## config.mk

```make
export PLATFORM = sky130hd
export DESIGN_NAME = nco_channel
export DESIGN_NICKNAME = d
export VERILOG_FILES = /design/src/rtl/nco_pkg.sv /design/src/rtl/nco_ctrl.sv /design/src/rtl/nco_datapath.sv /design/src/rtl/nco_channel.sv
export SDC_FILE = /design/constraint.sdc
export NUM_CORES = 1
export LEC_CHECK = 0
export BUFFER_PORTS_ARGS = -buffer_cell sky130_fd_sc_hd__buf_4
export CORE_MARGIN = 4
export CORE_UTILIZATION = 40
export CTS_CLUSTER_SIZE = 8
export DETAILED_ROUTE_END_ITERATION = 10
export PLACE_DENSITY = 0.67
export RECOVER_POWER = 50
export SKIP_LAST_GASP = 1
export SYNTH_ARGS = -nofsm -noshare
export SYNTH_HDL_FRONTEND = slang
export SYNTH_SLANG_ARGS = --single-unit
```

## constraint.sdc

```tcl
create_clock -name clk -period 3.69 [get_ports clk]
set_input_delay 0.5535 -clock clk [delete_from_list [all_inputs] [get_ports clk]]
set_output_delay 0.5535 -clock clk [all_outputs]
set_load 0.01 [all_outputs]
```

## src/rtl/nco_pkg.sv

```systemverilog
package nco_pkg;
  // Strobes from the control half to the datapath half
  typedef struct packed {
    logic commit;    // load the assembled word into the active register
    logic holdZero;  // clear the phase and hold it at zero
  } ncoStrobe_t;
endpackage

```

## src/rtl/nco_ctrl.sv

```systemverilog
module nco_ctrl
  import nco_pkg::*;
#(
  parameter int CW_W = 16
) (
  input  logic              clk,
  input  logic              rstN,
  input  logic              runEn,
  input  logic              hiWrEn,
  input  logic              loWrEn,
  input  logic [CW_W/2-1:0] wrByte,
  output ncoStrobe_t        strobe,
  output logic [CW_W-1:0]   newWord,
  output logic              pendHi,
  output logic              pendLo
);
  localparam int HALF_W = CW_W / 2;

  logic [HALF_W-1:0] stageHi;
  logic [HALF_W-1:0] stageLo;
  logic              haveHi;
  logic              haveLo;
  logic              commitNow;

  // A half counts as present if it is pending or arriving this cycle
  assign haveHi    = pendHi | hiWrEn;
  assign haveLo    = pendLo | loWrEn;
  assign commitNow = haveHi & haveLo;

  always_ff @(posedge clk) begin
    if (!rstN) begin
      stageHi <= '0;
      stageLo <= '0;
      pendHi  <= 1'b0;
      pendLo  <= 1'b0;
    end else begin
      if (hiWrEn) stageHi <= wrByte;
      if (loWrEn) stageLo <= wrByte;
      if (commitNow) begin
        pendHi <= 1'b0;
        pendLo <= 1'b0;
      end else begin
        pendHi <= haveHi;
        pendLo <= haveLo;
      end
    end
  end

  always_comb begin
    newWord = {(hiWrEn ? wrByte : stageHi), (loWrEn ? wrByte : stageLo)};
    strobe.commit   = commitNow;
    strobe.holdZero = ~runEn;
  end
endmodule

```

## src/rtl/nco_datapath.sv

```systemverilog
module nco_datapath
  import nco_pkg::*;
#(
  parameter int CW_W = 16
) (
  input  logic            clk,
  input  logic            rstN,
  input  ncoStrobe_t      strobe,
  input  logic [CW_W-1:0] newWord,
  output logic [CW_W-1:0] activeWord,
  output logic            waveOut,
  output logic            tickOut
);
  localparam int MSB = CW_W - 1;

  logic [CW_W-1:0] incr;
  logic [CW_W-1:0] phase;
  logic            prevTop;

  // Words with the top bit set are folded to their two's complement
  always_comb begin
    if (activeWord[MSB]) incr = ~activeWord + {{(CW_W-1){1'b0}}, 1'b1};
    else                 incr = activeWord;
  end

  always_ff @(posedge clk) begin
    if (!rstN) begin
      activeWord <= '0;
      phase      <= '0;
      prevTop    <= 1'b0;
    end else begin
      if (strobe.commit) activeWord <= newWord;
      if (strobe.holdZero) begin
        phase   <= '0;
        prevTop <= 1'b0;
      end else begin
        phase   <= phase + incr;
        prevTop <= phase[MSB];
      end
    end
  end

  assign waveOut = phase[MSB];
  assign tickOut = phase[MSB] & ~prevTop;
endmodule

```

## src/rtl/nco_channel.sv

```systemverilog
module nco_channel
  import nco_pkg::*;
#(
  parameter int CW_W = 16
) (
  input  logic              clk,
  input  logic              rstN,
  input  logic              runEn,
  input  logic              hiWrEn,
  input  logic              loWrEn,
  input  logic [CW_W/2-1:0] wrByte,
  output logic              waveOut,
  output logic              tickOut
);
  ncoStrobe_t      strobe;
  logic [CW_W-1:0] newWord;
  logic [CW_W-1:0] activeWord;
  logic            pendHi;
  logic            pendLo;

  nco_ctrl #(.CW_W(CW_W)) uCtrl (
    .clk    (clk),
    .rstN   (rstN),
    .runEn  (runEn),
    .hiWrEn (hiWrEn),
    .loWrEn (loWrEn),
    .wrByte (wrByte),
    .strobe (strobe),
    .newWord(newWord),
    .pendHi (pendHi),
    .pendLo (pendLo)
  );

  nco_datapath #(.CW_W(CW_W)) uPath (
    .clk       (clk),
    .rstN      (rstN),
    .strobe    (strobe),
    .newWord   (newWord),
    .activeWord(activeWord),
    .waveOut   (waveOut),
    .tickOut   (tickOut)
  );
endmodule

```

==> Word-level counts from Yosys, hierarchy flattened <==
Index checks and enable logic that the tools add are counted.
{ "word_totals": {"ff_bits": 51, "latchBits": 0, "mem_bits_rw": 0, "mem_bits_ro": 0, "input_bits": 13, "output_inout_bits": 2, "mem_count": 0} }
{ "classes": {"addsub": 2, "n_mul": 0, "div_mod_pow": 0, "order_cmp": 0, "n_eq_ne": 0, "shift": 0, "muxes": 3, "bitwise": 7, "n_reduce_logical": 2} }
{ "ops": {"columns": ["operator", "count"], "rows": [
  ["adder 16 x 1 -> 16 bit (second input constant)", 1],
  ["adder 16 bit", 1],
  ["two-way mux 16 bit", 1],
  ["two-way mux 8 bit", 2],
  ["inverter 16 bit", 1],
  ["AND 1 bit", 2],
  ["inverter 1 bit", 2],
  ["bitwise OR 1 bit", 2],
  ["AND reduction 2 bit", 1],
  ["OR reduction 2 bit", 1]
]} }

==> Depth between registers and ports, before layout <==
{ "depth": {"word_depth": 4, "depth_mapped": 11, "mapped_depth_nobuf": 11} }

==> Hierarchy <==
Synthesis repeated with hierarchy kept, for this count alone.
{ "unflattened": {"hier_cells": 291, "hier_area_um2": 2907.8} }
{ "modules_own_cells": {"columns": ["mod", "instances", "cells_each", "area_each_um2"], "rows": [
  ["nco_datapath", 1, 231, 2138.3],
  ["nco_ctrl", 1, 60, 769.5]
]} }

==> Worst setup path after synthesis <==
Ideal clock, no wire load.
{ "synth_path": {"path_type": "register to register", "start": "register uPath.activeWord[0]", "end": "register uPath.phase[12]", "arrival_time_ns": 2.284, "required_ns": 3.569, "slack_ns": 1.286, "stages_incl_launch_ff": 11, "synth_period_minus_slack_ns": 2.404, "path_cell_list": "dfxtp_1 -> inv_1 -> ha_1 -> nand2_1 -> o21ai_0 -> fa_1 -> a21o_1 -> a311o_1 -> a31oi_1 -> o21ai_1 -> mux2i_1"} }
{ "synth_between": {"elab_chain_len": 4} }
{ "synth_lines": {"columns": ["element", "line", "text"], "rows": [
  ["start: declaration", "nco_datapath.sv:10", "output logic [CW_W-1:0] activeWord,"],
  ["start signal: assignment", "nco_datapath.sv:32", "if (strobe.commit) activeWord <= newWord;"],
  ["inverter 16 bit", "nco_datapath.sv:22", "if (activeWord[MSB]) incr = ~activeWord + {{(CW_W-1){1'b0}}, 1'b1};"],
  ["adder 16 x 1 -> 16 bit", "nco_datapath.sv:22", null],
  ["two-way mux 16 bit (*)", "nco_datapath.sv:22", null],
  ["adder 16 bit (*)", "nco_datapath.sv:37", "phase <= phase + incr;"],
  ["end signal: assignment", "nco_datapath.sv:37", null],
  ["end: declaration", "nco_datapath.sv:17", "logic [CW_W-1:0] phase;"]
]} }
Every way passes the cells marked *; elsewhere a longest branch is shown, timed or not.
A chain may end at the register's enable or synchronous reset.

==> Worst setup path in the final report <==
{ "layout_path": {"start": "input port hiWrEn", "end": "register uPath.activeWord[4]"} }
{ "layout_between": {"elab_chain_len": 2} }
{ "layout_lines": {"columns": ["element", "line", "text"], "rows": [
  ["start: declaration", "nco_channel.sv:9", "input logic hiWrEn,"],
  ["bitwise OR 1 bit", "nco_ctrl.sv:26", "assign haveHi = pendHi | hiWrEn;"],
  ["AND 1 bit", "nco_ctrl.sv:28", "assign commitNow = haveHi & haveLo;"]
]} }
Every way passes these cells.

==> metrics.txt <==
remaining global-route overflow 0; worst ir drop on vdd 0.254 mV; cells traversed along the worst timing path clkbuf_1 -> nor2_1 -> nor2_1 -> nor2_1 -> a211oi_1; synth warn 0; net switching power 0.000439 W; top_reg_cell synth sky130_fd_sc_hd__dfxtp_1; Max FO, Critical Path 32; Yosys cell types 40; FFs w/ async S/R, synth 0%; relative slew slack -21.5%; register area 1020 sq um; critical path capture point type flip-flop; Final ANT Viol Nets 0; number of vias per cell 5.40; core area 6390 sq um; number of CTS-inserted buffers 5; sum of internal, switching and leakage power 0.00131 W; root buf cell sky130_fd_sc_hd__clkbuf_8; Synth Net Count 334; detail-routed net length per standard cell 14.2 um; min cycle time layout 2.76 ns; CP Depth 5; fraction of final layout cells with drive strength greater than 1 8.01%; post-CTS setup buffers 0; switching power share of the total 33.5%; type of the tightest min-delay check flip-flop to flip-flop; Synth Cell Area 2650 sq um; Critical Path RT 3.90 ns; violations in the final reports max-capacitance violations, max-slew violations; pin count of the biggest net entering global routing 33; initial standard-cell utilization of the core 41.6%; Post-Syn Area per Cell 8.82 sq um; number of enable-type register cells in the synthesized netlist 0; most frequent cells in the layout sky130_fd_sc_hd__nor2_1 (52), sky130_fd_sc_hd__dfxtp_1 (51), sky130_fd_sc_hd__mux2i_1 (19), sky130_fd_sc_hd__a21oi_1 (19), sky130_fd_sc_hd__ha_1 (19); number of nets in the layout 344; Buf/Inv on CP 1; cts hold-fix bufs 0; post-synthesis instance total 301; area growth from synthesis to layout 8.72%; area taken by multi-input logic gates 1560 sq um; number of cells on the worst reg-to-reg path 10; result of the run complete, but fails checks; number of antenna repair diodes 0; max-cap viol count 1; total half-perimeter wirelength after legalization and detailed placement 4200 um; Final Wtd Congestion 0.863; Tot GR Track Use 15.3%; remaining design rule violation count 0; initial antenna violation count 0; cell with the largest stage delay on the worst path sky130_fd_sc_hd__nor2_1; clock-pin slew on the worst setup and hold paths 0.10 ns; number of flip-flops and latches in the synthesized netlist 51; maximum clock frequency 362 MHz; share of power burned in registers 48.3%; total of endpoints with negative setup slack in the final report 0; CP Data Arrival Time 2.97 ns; RSZ-0062 raised after global routing no; die outline height 89.5 um; die area 8000 sq um; CP top delay family simple AND/OR/NAND/NOR gates; end of the worst register-to-register path uPath.phase[10]$_SDFF_PN0_; power per unit of standard cell area 454 nW/um^2; most used cell, CP sky130_fd_sc_hd__nor2_1; worst flop-to-flop path startpoint uPath.activeWord[0]$_SDFFE_PN0P_; Die X-Extent 89.5 um; end point of the critical path uPath.activeWord[4]$_SDFFE_PN0P_; number of hold-slack violations in the final timing report 0; worst setup skew after layout 0.00602 ns; Worst Tran Pin Value 1.82 ns; final wirelength 5540 um; final worst path period share 74.8%; Starting DRT DRC Count 101; CTS Sinks 51; CP Launch Point hiWrEn; Port Buf Inserts 14; deepest clock path buffer count 2; global-route wire length before repair 9470 um; register-to-register setup slack 0.94 ns; count of cells resized by post-cts repair 0; H-tree depth 2; number of iterations in the first detailed-routing pass 4; register area share after synthesis 38.5%; sum of negative setup slack 0 ns; slowest stage delay, CP 1.38 ns; fill cell count 638; total internal power 0.000871 W; clock latency of the later-clocked register in the worst-skew pair 0.31 ns; row cnt 29; number of global-route vias before repair 2,004; portion of total power attributed to combinational logic 25.9%; path type of the worst setup path primary input to flip-flop; max-slew violation count 33; TritonCTS clock tree built; commonest non-fill, non-tap cell in the layout sky130_fd_sc_hd__nor2_1; ports placed on the boundary 15; Static Leakage 1.18 nW; total number of vias 2,099; kind of start point of the critical path primary input; part of the total power dissipated in the clock network 25.9%
power groups by stage:
stage	logic (W)	clock network, W	registers (W)
6_report	0.000339	0.000339	0.000632
5_1_grt	0.000383	0.000364	0.000639
2_1_floorplan	0.000271	0	0.000633
4_1_cts	0.000339	0.000349	0.000633
3_3_place_gp	0.000331	0	0.000643
3_5_place_dp	0.000336	0	0.000645
layer usage:
metal / part of all wire [%] / global-route usage, % / vias up
met5: 0 / 0 / -
met1: 48 / 20.1 / 946
met2: 47 / 25.3 / 54
li1: - / - / 1090
met3: 4.2 / 2.76 / 9
met4: 1.4 / 5.28 / 0
worst min-delay path by stage:
stage,cells after the start,slack (ns),start,to
floorplan,2,0.44,uCtrl.pendHi$_SDFF_PP0_,uCtrl.pendHi$_SDFF_PP0_
global placement,2,0.47,uCtrl.pendHi$_SDFF_PP0_,uCtrl.pendHi$_SDFF_PP0_
detailed placement,2,0.48,uCtrl.stageHi[7]$_SDFF_PN0_,uCtrl.stageHi[7]$_SDFF_PN0_
CTS,2,0.49,runEn,uPath.phase[1]$_SDFF_PN0_
global route,2,0.51,runEn,uPath.phase[1]$_SDFF_PN0_
finish,2,0.49,uCtrl.pendLo$_SDFF_PP0_,uCtrl.pendLo$_SDFF_PP0_
cell type report:
cell class              instances  share of cell area (%)
repair buffers                 14                    3.12
flip-flops and latches         51                    35.4
clock buffers                   5                    2.39
multi-input cells             232                    54.1
inverters                       7                   0.911
well taps                      77                    3.34
clock inverters                 3                   0.781
tightest hold or removal path, cell delays in order (launching register included):
cell and delay [ns]:
sky130_fd_sc_hd__dfxtp_1 0.32, sky130_fd_sc_hd__nor2_1 0.05, sky130_fd_sc_hd__nor2_1 0.09
metrics by stage:
step | setup slack [ns] | hold WS, ns | area [sq um] | instances | util [%]
after floorplan | 1.29 | 0.444 | 2650 | 301 | -
after global placement | 1.02 | 0.470 | 2810 | 381 | 44.0
after detailed placement | 0.981 | 0.480 | 2810 | 381 | 44.0
after CTS | 0.967 | 0.493 | 2900 | 389 | 45.5
after global routing | 0.534 | 0.514 | 2890 | 389 | 45.2
final | 0.931 | 0.489 | 2890 | 389 | 45.2
synth_stat cells, types with 2 or more instances:
library cell	number	area share (%)
sky130_fd_sc_hd__o21ai_0	7	1.3
sky130_fd_sc_hd__and3_1	3	0.71
sky130_fd_sc_hd__inv_1	7	0.99
sky130_fd_sc_hd__nand4_1	2	0.47
sky130_fd_sc_hd__nor4_1	2	0.47
sky130_fd_sc_hd__nor3b_1	2	0.57
sky130_fd_sc_hd__a21oi_1	19	3.6
sky130_fd_sc_hd__nand2_1	18	2.5
sky130_fd_sc_hd__a21o_1	3	0.85
sky130_fd_sc_hd__clkbuf_1	7	0.99
sky130_fd_sc_hd__ha_1	19	9.0
sky130_fd_sc_hd__nand2b_1	5	1.2
sky130_fd_sc_hd__o21ai_1	9	1.7
sky130_fd_sc_hd__dfxtp_1	51	38
sky130_fd_sc_hd__xor2_1	4	1.3
sky130_fd_sc_hd__nor2_1	52	7.4
sky130_fd_sc_hd__o211ai_1	2	0.57
sky130_fd_sc_hd__o31ai_1	5	1.4
sky130_fd_sc_hd__xnor2_1	16	5.3
sky130_fd_sc_hd__buf_2	4	0.75
sky130_fd_sc_hd__a211oi_2	2	0.94
sky130_fd_sc_hd__a211oi_1	18	5.1
sky130_fd_sc_hd__nand3_1	9	1.7
sky130_fd_sc_hd__mux2i_1	19	7.2
state kept, by name (all words and copies together), names as in the netlist:
name,count
uPath.activeWord,16
uPath.phase,16
uCtrl.stageHi,8
uCtrl.stageLo,8
uCtrl.pendHi,1
uCtrl.pendLo,1
uPath.prevTop,1
logic make-up after synthesis:
family                   after synthesis  synth area share [%]
AO/OA/AOI/OAI                         73                  18.4
multiplexers                          19                  7.17
adder cells (fa/ha/maj)               20                  9.71
AND/OR/NAND/NOR                      100                  16.9
flip-flops                            51                  38.5
buffers and inverters                 18                  2.73
XOR/XNOR                              20                  6.60
Note: power is estimated with default switching activity, not from simulation.
